**src/rtl/pv_mode_pkg.sv**
```systemverilog
package pv_mode_pkg;
  typedef enum logic [2:0] {
    ST_RESET   = 3'd0,
    ST_SOFT    = 3'd1,
    ST_STARTUP = 3'd2,
    ST_BYPASS  = 3'd3,
    ST_TRACK   = 3'd4
  } mode_e;
endpackage

```
**src/rtl/pv_ms_tick.sv**
```systemverilog
module pv_ms_tick #(
  parameter int DIV = 100000
) (
  input  logic clk,
  input  logic rst,
  output logic tick
);
  localparam int CW = (DIV > 1) ? $clog2(DIV) : 1;
  logic [CW-1:0] cnt;

  always_ff @(posedge clk) begin
    if (rst) begin
      cnt  <= '0;
      tick <= 1'b0;
    end else if (cnt == CW'(DIV - 1)) begin
      cnt  <= '0;
      tick <= 1'b1;
    end else begin
      cnt  <= cnt + 1'b1;
      tick <= 1'b0;
    end
  end
endmodule

```
**src/rtl/pv_sq_gen.sv**
```systemverilog
module pv_sq_gen #(
  parameter int HALF = 125
) (
  input  logic clk,
  input  logic rst,
  input  logic en,
  output logic sq
);
  localparam int CW = (HALF > 1) ? $clog2(HALF) : 1;
  logic [CW-1:0] cnt;

  always_ff @(posedge clk) begin
    if (rst || !en) begin
      cnt <= '0;
      sq  <= 1'b0;
    end else if (cnt == CW'(HALF - 1)) begin
      cnt <= '0;
      sq  <= ~sq;
    end else begin
      cnt <= cnt + 1'b1;
    end
  end
endmodule

```
**src/rtl/pv_pwr_cmp.sv**
```systemverilog
module pv_pwr_cmp #(
  parameter int W = 10
) (
  input  logic         clk,
  input  logic         rst,
  input  logic         capture,
  input  logic [W-1:0] v,
  input  logic [W-1:0] i,
  input  logic         fine_sel,
  output logic         exceed
);
  localparam int PW = 2 * W;
  logic [PW-1:0] prod, ref_q, diff, lim;

  assign prod = v * i;

  always_ff @(posedge clk) begin
    if (rst)          ref_q <= '0;
    else if (capture) ref_q <= prod;
  end

  always_comb begin
    diff   = (prod > ref_q) ? (prod - ref_q) : (ref_q - prod);
    lim    = fine_sel ? (ref_q >> 6) : (ref_q >> 5);
    exceed = diff > lim;
  end
endmodule

```
**src/rtl/pv_mode_seq.sv**
```systemverilog
module pv_mode_seq
  import pv_mode_pkg::*;
#(
  parameter int W          = 10,
  parameter int CLK_PER_MS = 100000,
  parameter int SQ_HALF    = 125,
  parameter int SOFT_MS    = 250,
  parameter int START_A_MS = 60000,
  parameter int START_B_MS = 120000,
  parameter int UNI0_MS    = 200,
  parameter int UNI1_MS    = 400,
  parameter int UNI2_MS    = 1000,
  parameter int UNI3_MS    = 2000,
  parameter int RECHK_MS   = 60000,
  parameter int CHK_MS     = 4000
) (
  input  logic         clk,
  input  logic         rst,
  input  logic         stop_n,
  input  logic         force_n,
  input  logic         unity_i,
  input  logic [W-1:0] vout,
  input  logic [W-1:0] iout,
  input  logic [W-1:0] i_lo,
  input  logic [W-1:0] i_hi,
  input  logic [1:0]   start_sel,
  input  logic [1:0]   unity_sel,
  input  logic         pwr_sel,
  output logic [2:0]   mode,
  output logic         pwm_en,
  output logic         sq_out
);
  localparam int M1   = (START_B_MS > START_A_MS) ? START_B_MS : START_A_MS;
  localparam int M2   = (RECHK_MS > M1) ? RECHK_MS : M1;
  localparam int M3   = (SOFT_MS > M2) ? SOFT_MS : M2;
  localparam int M4   = (CHK_MS > M3) ? CHK_MS : M3;
  localparam int TMAX = (UNI3_MS > M4) ? UNI3_MS : M4;
  localparam int TW   = $clog2(TMAX + 2);

  localparam logic [TW-1:0] L_SOFT  = TW'(SOFT_MS);
  localparam logic [TW-1:0] L_STA   = TW'(START_A_MS);
  localparam logic [TW-1:0] L_STB   = TW'(START_B_MS);
  localparam logic [TW-1:0] L_RECHK = TW'(RECHK_MS);
  localparam logic [TW-1:0] L_CHK   = TW'(CHK_MS);

  mode_e st, nst;
  logic [TW-1:0] tmr, utmr, start_lim, uni_lim;
  logic [1:0] fsync;
  logic tick, force_on, cur_hi, cur_lo, seen_hi, chk, chk_n;
  logic exceed, capture, pwm_q, sq_q, sq_en;

  pv_ms_tick #(.DIV(CLK_PER_MS)) u_tick (.clk(clk), .rst(rst), .tick(tick));

  pv_pwr_cmp #(.W(W)) u_pwr (
    .clk(clk), .rst(rst), .capture(capture), .v(vout), .i(iout),
    .fine_sel(pwr_sel), .exceed(exceed)
  );

  pv_sq_gen #(.HALF(SQ_HALF)) u_sq (.clk(clk), .rst(rst), .en(sq_en), .sq(sq_q));

  always_ff @(posedge clk) begin
    if (rst) fsync <= 2'b11;
    else     fsync <= {fsync[0], force_n};
  end

  assign force_on = !fsync[1];
  assign cur_hi   = iout >= i_hi;
  assign cur_lo   = iout < i_lo;

  always_comb begin
    case (start_sel)
      2'd0:    start_lim = '0;
      2'd1:    start_lim = L_STA;
      default: start_lim = L_STB;
    endcase
    case (unity_sel)
      2'd0:    uni_lim = TW'(UNI0_MS);
      2'd1:    uni_lim = TW'(UNI1_MS);
      2'd2:    uni_lim = TW'(UNI2_MS);
      default: uni_lim = TW'(UNI3_MS);
    endcase
  end

  always_comb begin
    nst   = st;
    chk_n = chk;
    if (!stop_n) begin
      nst = ST_RESET;
    end else begin
      case (st)
        ST_RESET: nst = ST_SOFT;
        ST_SOFT: begin
          if (force_on)             nst = ST_BYPASS;
          else if (tmr >= L_SOFT)   nst = (seen_hi || cur_hi) ? ST_TRACK : ST_STARTUP;
        end
        ST_STARTUP: begin
          if (force_on)                           nst = ST_BYPASS;
          else if (tmr >= start_lim && cur_hi)    nst = ST_TRACK;
        end
        ST_BYPASS: begin
          if (!force_on) begin
            if (exceed)                nst = ST_TRACK;
            else if (tmr >= L_RECHK) begin
              nst   = ST_TRACK;
              chk_n = 1'b1;
            end
          end
        end
        ST_TRACK: begin
          if (force_on)                    nst = ST_BYPASS;
          else if (cur_lo)                 nst = ST_STARTUP;
          else if (utmr >= uni_lim)        nst = ST_BYPASS;
          else if (chk && tmr >= L_CHK)    nst = ST_BYPASS;
        end
        default: nst = ST_RESET;
      endcase
    end
    if (nst != st && !(st == ST_BYPASS && nst == ST_TRACK && chk_n)) chk_n = 1'b0;
  end

  assign capture = (nst == ST_BYPASS) && (st != ST_BYPASS);
  assign sq_en   = (nst == ST_BYPASS) || (nst == ST_STARTUP);

  always_ff @(posedge clk) begin
    if (rst) begin
      st      <= ST_RESET;
      chk     <= 1'b0;
      tmr     <= '0;
      utmr    <= '0;
      seen_hi <= 1'b0;
      pwm_q   <= 1'b0;
    end else begin
      st    <= nst;
      chk   <= chk_n;
      pwm_q <= (nst == ST_SOFT) || (nst == ST_TRACK);
      if (nst != st)                 tmr <= '0;
      else if (tick && tmr != '1)    tmr <= tmr + 1'b1;
      if (st != ST_TRACK || nst != st || !unity_i) utmr <= '0;
      else if (tick && utmr != '1)                 utmr <= utmr + 1'b1;
      if (st != ST_SOFT)   seen_hi <= 1'b0;
      else if (cur_hi)     seen_hi <= 1'b1;
    end
  end

  assign mode   = st;
  assign pwm_en = pwm_q & stop_n;
  assign sq_out = sq_q & stop_n;
endmodule

```
**config.mk**
```make
export PLATFORM = sky130hd
export DESIGN_NAME = pv_mode_seq
export DESIGN_NICKNAME = d
export VERILOG_FILES = /design/src/rtl/pv_mode_pkg.sv /design/src/rtl/pv_ms_tick.sv /design/src/rtl/pv_sq_gen.sv /design/src/rtl/pv_pwr_cmp.sv /design/src/rtl/pv_mode_seq.sv
export SDC_FILE = /design/constraint.sdc
export NUM_CORES = 1
export LEC_CHECK = 0
export BUFFER_PORTS_ARGS = -buffer_cell sky130_fd_sc_hd__buf_2
export CAP_MARGIN = 10
export CORE_ASPECT_RATIO = 1.25
export CORE_MARGIN = 5
export CORE_UTILIZATION = 30
export CTS_BUF_LIST = sky130_fd_sc_hd__clkbuf_8
export DETAILED_ROUTE_END_ITERATION = 12
export PLACE_DENSITY = 0.5
export SETUP_SLACK_MARGIN = 0.4
export SYNTH_ARGS = -nofsm -noshare
export SYNTH_HDL_FRONTEND = slang
export SYNTH_HIERARCHICAL = 1
export SYNTH_SLANG_ARGS = --single-unit
```
**constraint.sdc**
```tcl
create_clock -name clk -period 11.7 [get_ports clk]
set_input_delay 2.34 -clock clk [delete_from_list [all_inputs] [get_ports clk]]
set_output_delay 2.34 -clock clk [all_outputs]
set_load 0.01 [all_outputs]
```
==> reports/metrics.yaml <==
status: "finished clean"
avgRoutedWirePerCell_um: 15.3
cts.hold.buffers_added: 0
cts-root-buf: "sky130_fd_sc_hd__clkbuf_8"
die-area_mm2: 0.0414
timing.hold.worst_endpoint: "fsync[1]"
detailedRoute.firstIterationViolations: 424
timing.max_slew.rel_slack: 0.472
drt_drc_violations_left: 0
cts_made_buffers: 9
finalWirelength_um: 30800
ys_seq_elements: 88
setup-violations-final: 0
fin_skew_ns: 0.0184
i_o_buffers: 54
path_common_cell: "sky130_fd_sc_hd__fa_1"
start_kind: "input pin"
critical_path.n_buffers_inverters: 10
postSynthCellCount: 1352
yosys.cell_types.count: 96
worst_hold_startpoint: "fsync[0]"
worstSetupEndpointType: "flop"
layout_cell_share_with_drive_strength_beyond_1: 0.234
worst_skew_pair.late_latency_ns: 0.39
track_usage: 0.147
max_cap_violations: 0
antenna_left: 0
hpwlAfterDp_um: 25000
holdWs_ns: 0.427
maximum_number_of_pins_on_one_net_before_global_route_repair: 64
tritoncts: "yes"
num_vias: 9888
fmaxAchievable_mhz: 86.8
worst_path_dominant_cell_family: "adder cells"
final-hold-violation-count: 0
num-fill-cells: 3949
grt_antenna_before_repair: 0
holdCritPathClass: "reg -> reg"
worstPathArrival_ns: 11.82
synthArstFlopShare: 0
worst_pin_slew_ns: 0.792
regToRegSetupSlack_ns: 5.65
period_needed_ns: 11.53
timing.rr.start: "u_pwr/ref_q[4]"
wire_length_of_the_first_global_routing_pass_um: 50400
yosysSeqAreaShare: 0.157
postSynth.topFlopCell: "sky130_fd_sc_hd__dfxtp_1"
cp_max_fo: 5
initial_utilization: 0.302
reg2reg_to: "u_pwr/ref_q[19]"
clock_sink_count: 88
htree_num_levels: 3
area_growth_syn_to_layout_pct: 24.1
die-width_um: 183
chipHeight_um: 226
rows: 79
cts-root-to-sink-buffers: 2
route.detailed.vias_per_inst: 4.91
grt_setup_unrepaired: "true"
drt-pass1-iter-count: 5
crit_path_max_incr_delay_ns: 0.55
slew_violations: 0
cell_count_of_the_worst_hold_path: 1
finalWorstSetupSlack_ns: 0.174
worst-setup-path-type: "in -> reg"
final_net_count: 1792
num_antenna_cells: 0
avgSynthCellArea_um2: 8.30
post-route-period-util: 0.985
core_region_area_mm2: 0.0372
synth_enable_flop_cells: 0
globalRouteOverflowTotal: 0
yosysWarningCount: 6
boundaryPins: 55
clkSlewWorstSetupHoldPaths_ns: 0.11
gp_congestion: 0.889
via_count_of_the_first_global_routing_pass: 10200
timing.critical_path.slowest_stage_cell: "sky130_fd_sc_hd__fa_1"
detailedPlace.worstSlack_ns: -0.421
timing.critical_path.required_ns: 11.99
reg2reg_depth: 29
layout.core_utilization: 0.375
mappedNetlistArea_mm2: 0.0112
-- synth_stat cells (10+ instances only) --
master / instances / share of area
sky130_fd_sc_hd__inv_1: 159 / 0.053
sky130_fd_sc_hd__ha_1: 155 / 0.17
sky130_fd_sc_hd__nand2_1: 100 / 0.033
sky130_fd_sc_hd__dfxtp_1: 88 / 0.16
sky130_fd_sc_hd__nor2_1: 88 / 0.029
sky130_fd_sc_hd__and2_1: 71 / 0.040
sky130_fd_sc_hd__a21oi_1: 69 / 0.031
sky130_fd_sc_hd__fa_1: 64 / 0.11
sky130_fd_sc_hd__o21ai_0: 44 / 0.020
sky130_fd_sc_hd__xnor2_1: 40 / 0.031
sky130_fd_sc_hd__nor3_1: 36 / 0.016
sky130_fd_sc_hd__xor2_1: 36 / 0.028
sky130_fd_sc_hd__nand3_1: 35 / 0.016
sky130_fd_sc_hd__mux2i_1: 34 / 0.030
sky130_fd_sc_hd__nand4_1: 29 / 0.016
sky130_fd_sc_hd__clkbuf_1: 28 / 0.0094
sky130_fd_sc_hd__a21o_1: 20 / 0.013
sky130_fd_sc_hd__nor4_2: 19 / 0.021
sky130_fd_sc_hd__nand2b_1: 18 / 0.010
sky130_fd_sc_hd__nor2b_1: 18 / 0.010
sky130_fd_sc_hd__o21a_1: 14 / 0.0094
sky130_fd_sc_hd__and3_1: 12 / 0.0067
sky130_fd_sc_hd__a211oi_1: 11 / 0.0074
sky130_fd_sc_hd__a31oi_1: 10 / 0.0056
sky130_fd_sc_hd__buf_2: 10 / 0.0045
-- per-layer routing --
metal / track usage / part of all wire
met2: 0.273 / 0.52
met4: 0.0375 / 0.019
met5: 0 / 0
met1: 0.181 / 0.44
met3: 0.0143 / 0.016
-- worst register-to-register path: cells and delay by family (launching register included) --
family	cells	cell delay (ns)
buf+inv	4	0.52
xor+xnor	1	0.17
fa+ha+maj	2	0.82
flops	1	0.40
compound gates	8	0.87
simple gates	14	3.18
-- worst max path at each step --
| stage | cells past startpoint | startpoint | slack [ns] | to |
|---|---|---|---|---|
| global placement | 47 | vout[5] | -0.39 | utmr[10] |
| global route | 50 | vout[6] | -0.31 | u_pwr/ref_q[11] |
| finish | 49 | vout[6] | 0.17 | u_pwr/ref_q[19] |
| detailed placement | 45 | vout[3] | -0.42 | utmr[0] |
| CTS | 48 | iout[5] | 0.26 | u_pwr/ref_q[8] |
| floorplan | 49 | iout[3] | 0.41 | u_pwr/ref_q[19] |
-- timing repair --
item | CTS | global route
gates resized for setup | 76 | 44
setup endpoints to repair | 61 | 62
cloned | 1 | 3
pin swaps | 47 | 41
buffers inserted | 9 | 8
-- cell usage in the layout, fill, tap and decap left out, drive strengths merged, types with 21 or more instances in the layout --
master | synthesis | final
buf | 22 | 204
inv | 159 | 165
ha | 155 | 155
nand2 | 101 | 101
nor2 | 91 | 91
dfxtp | 88 | 88
and2 | 71 | 71
a21oi | 71 | 71
fa | 64 | 64
o21ai | 51 | 51
xnor2 | 40 | 40
nor3 | 36 | 36
xor2 | 36 | 36
nand3 | 36 | 36
mux2i | 34 | 34
nand4 | 32 | 32
nor4 | 28 | 28
a21o | 21 | 21
-- final cells by class --
class	instances	area, µm²	area share
clock inverters	7	76.3	0.00548
flip-flops and latches	88	1760	0.126
well taps	486	608	0.0436
repair buffers	207	1680	0.121
inverters	159	597	0.0428
multi-input cells	1058	9090	0.652
clock buffers	9	124	0.00889
-- cells by family after synthesis --
kind of cell / Yosys count / synth area share
fa+ha+maj: 219 / 0.287
compound gates: 239 / 0.146
buf+inv: 209 / 0.0753
simple gates: 483 / 0.241
mux: 37 / 0.0340
other cells: 1 / 0.000334
xor+xnor: 76 / 0.0593
flops: 88 / 0.157
-- per-stage QoR --
stage          setup TNS, ns  cell area [µm²]  std cells
6_report                   0            13900       2014
5_1_grt               -10.63            13900       2014
3_3_place_gp          -20.74            13000       1977
3_5_place_dp          -20.86            13000       1977
4_1_cts                    0            13600       2003
2_1_floorplan              0            11400       1355
-- state kept, by name (all words and copies together), names as in the netlist, 2 cells and up --
register,cells
u_sq/cnt,7
fsync,2
u_tick/cnt,17
tmr,17
u_pwr/ref_q,20
utmr,17
mode,3
Power is not shown: default switching activity piles up to over one toggle a cycle in this logic, so the estimate is an artifact.
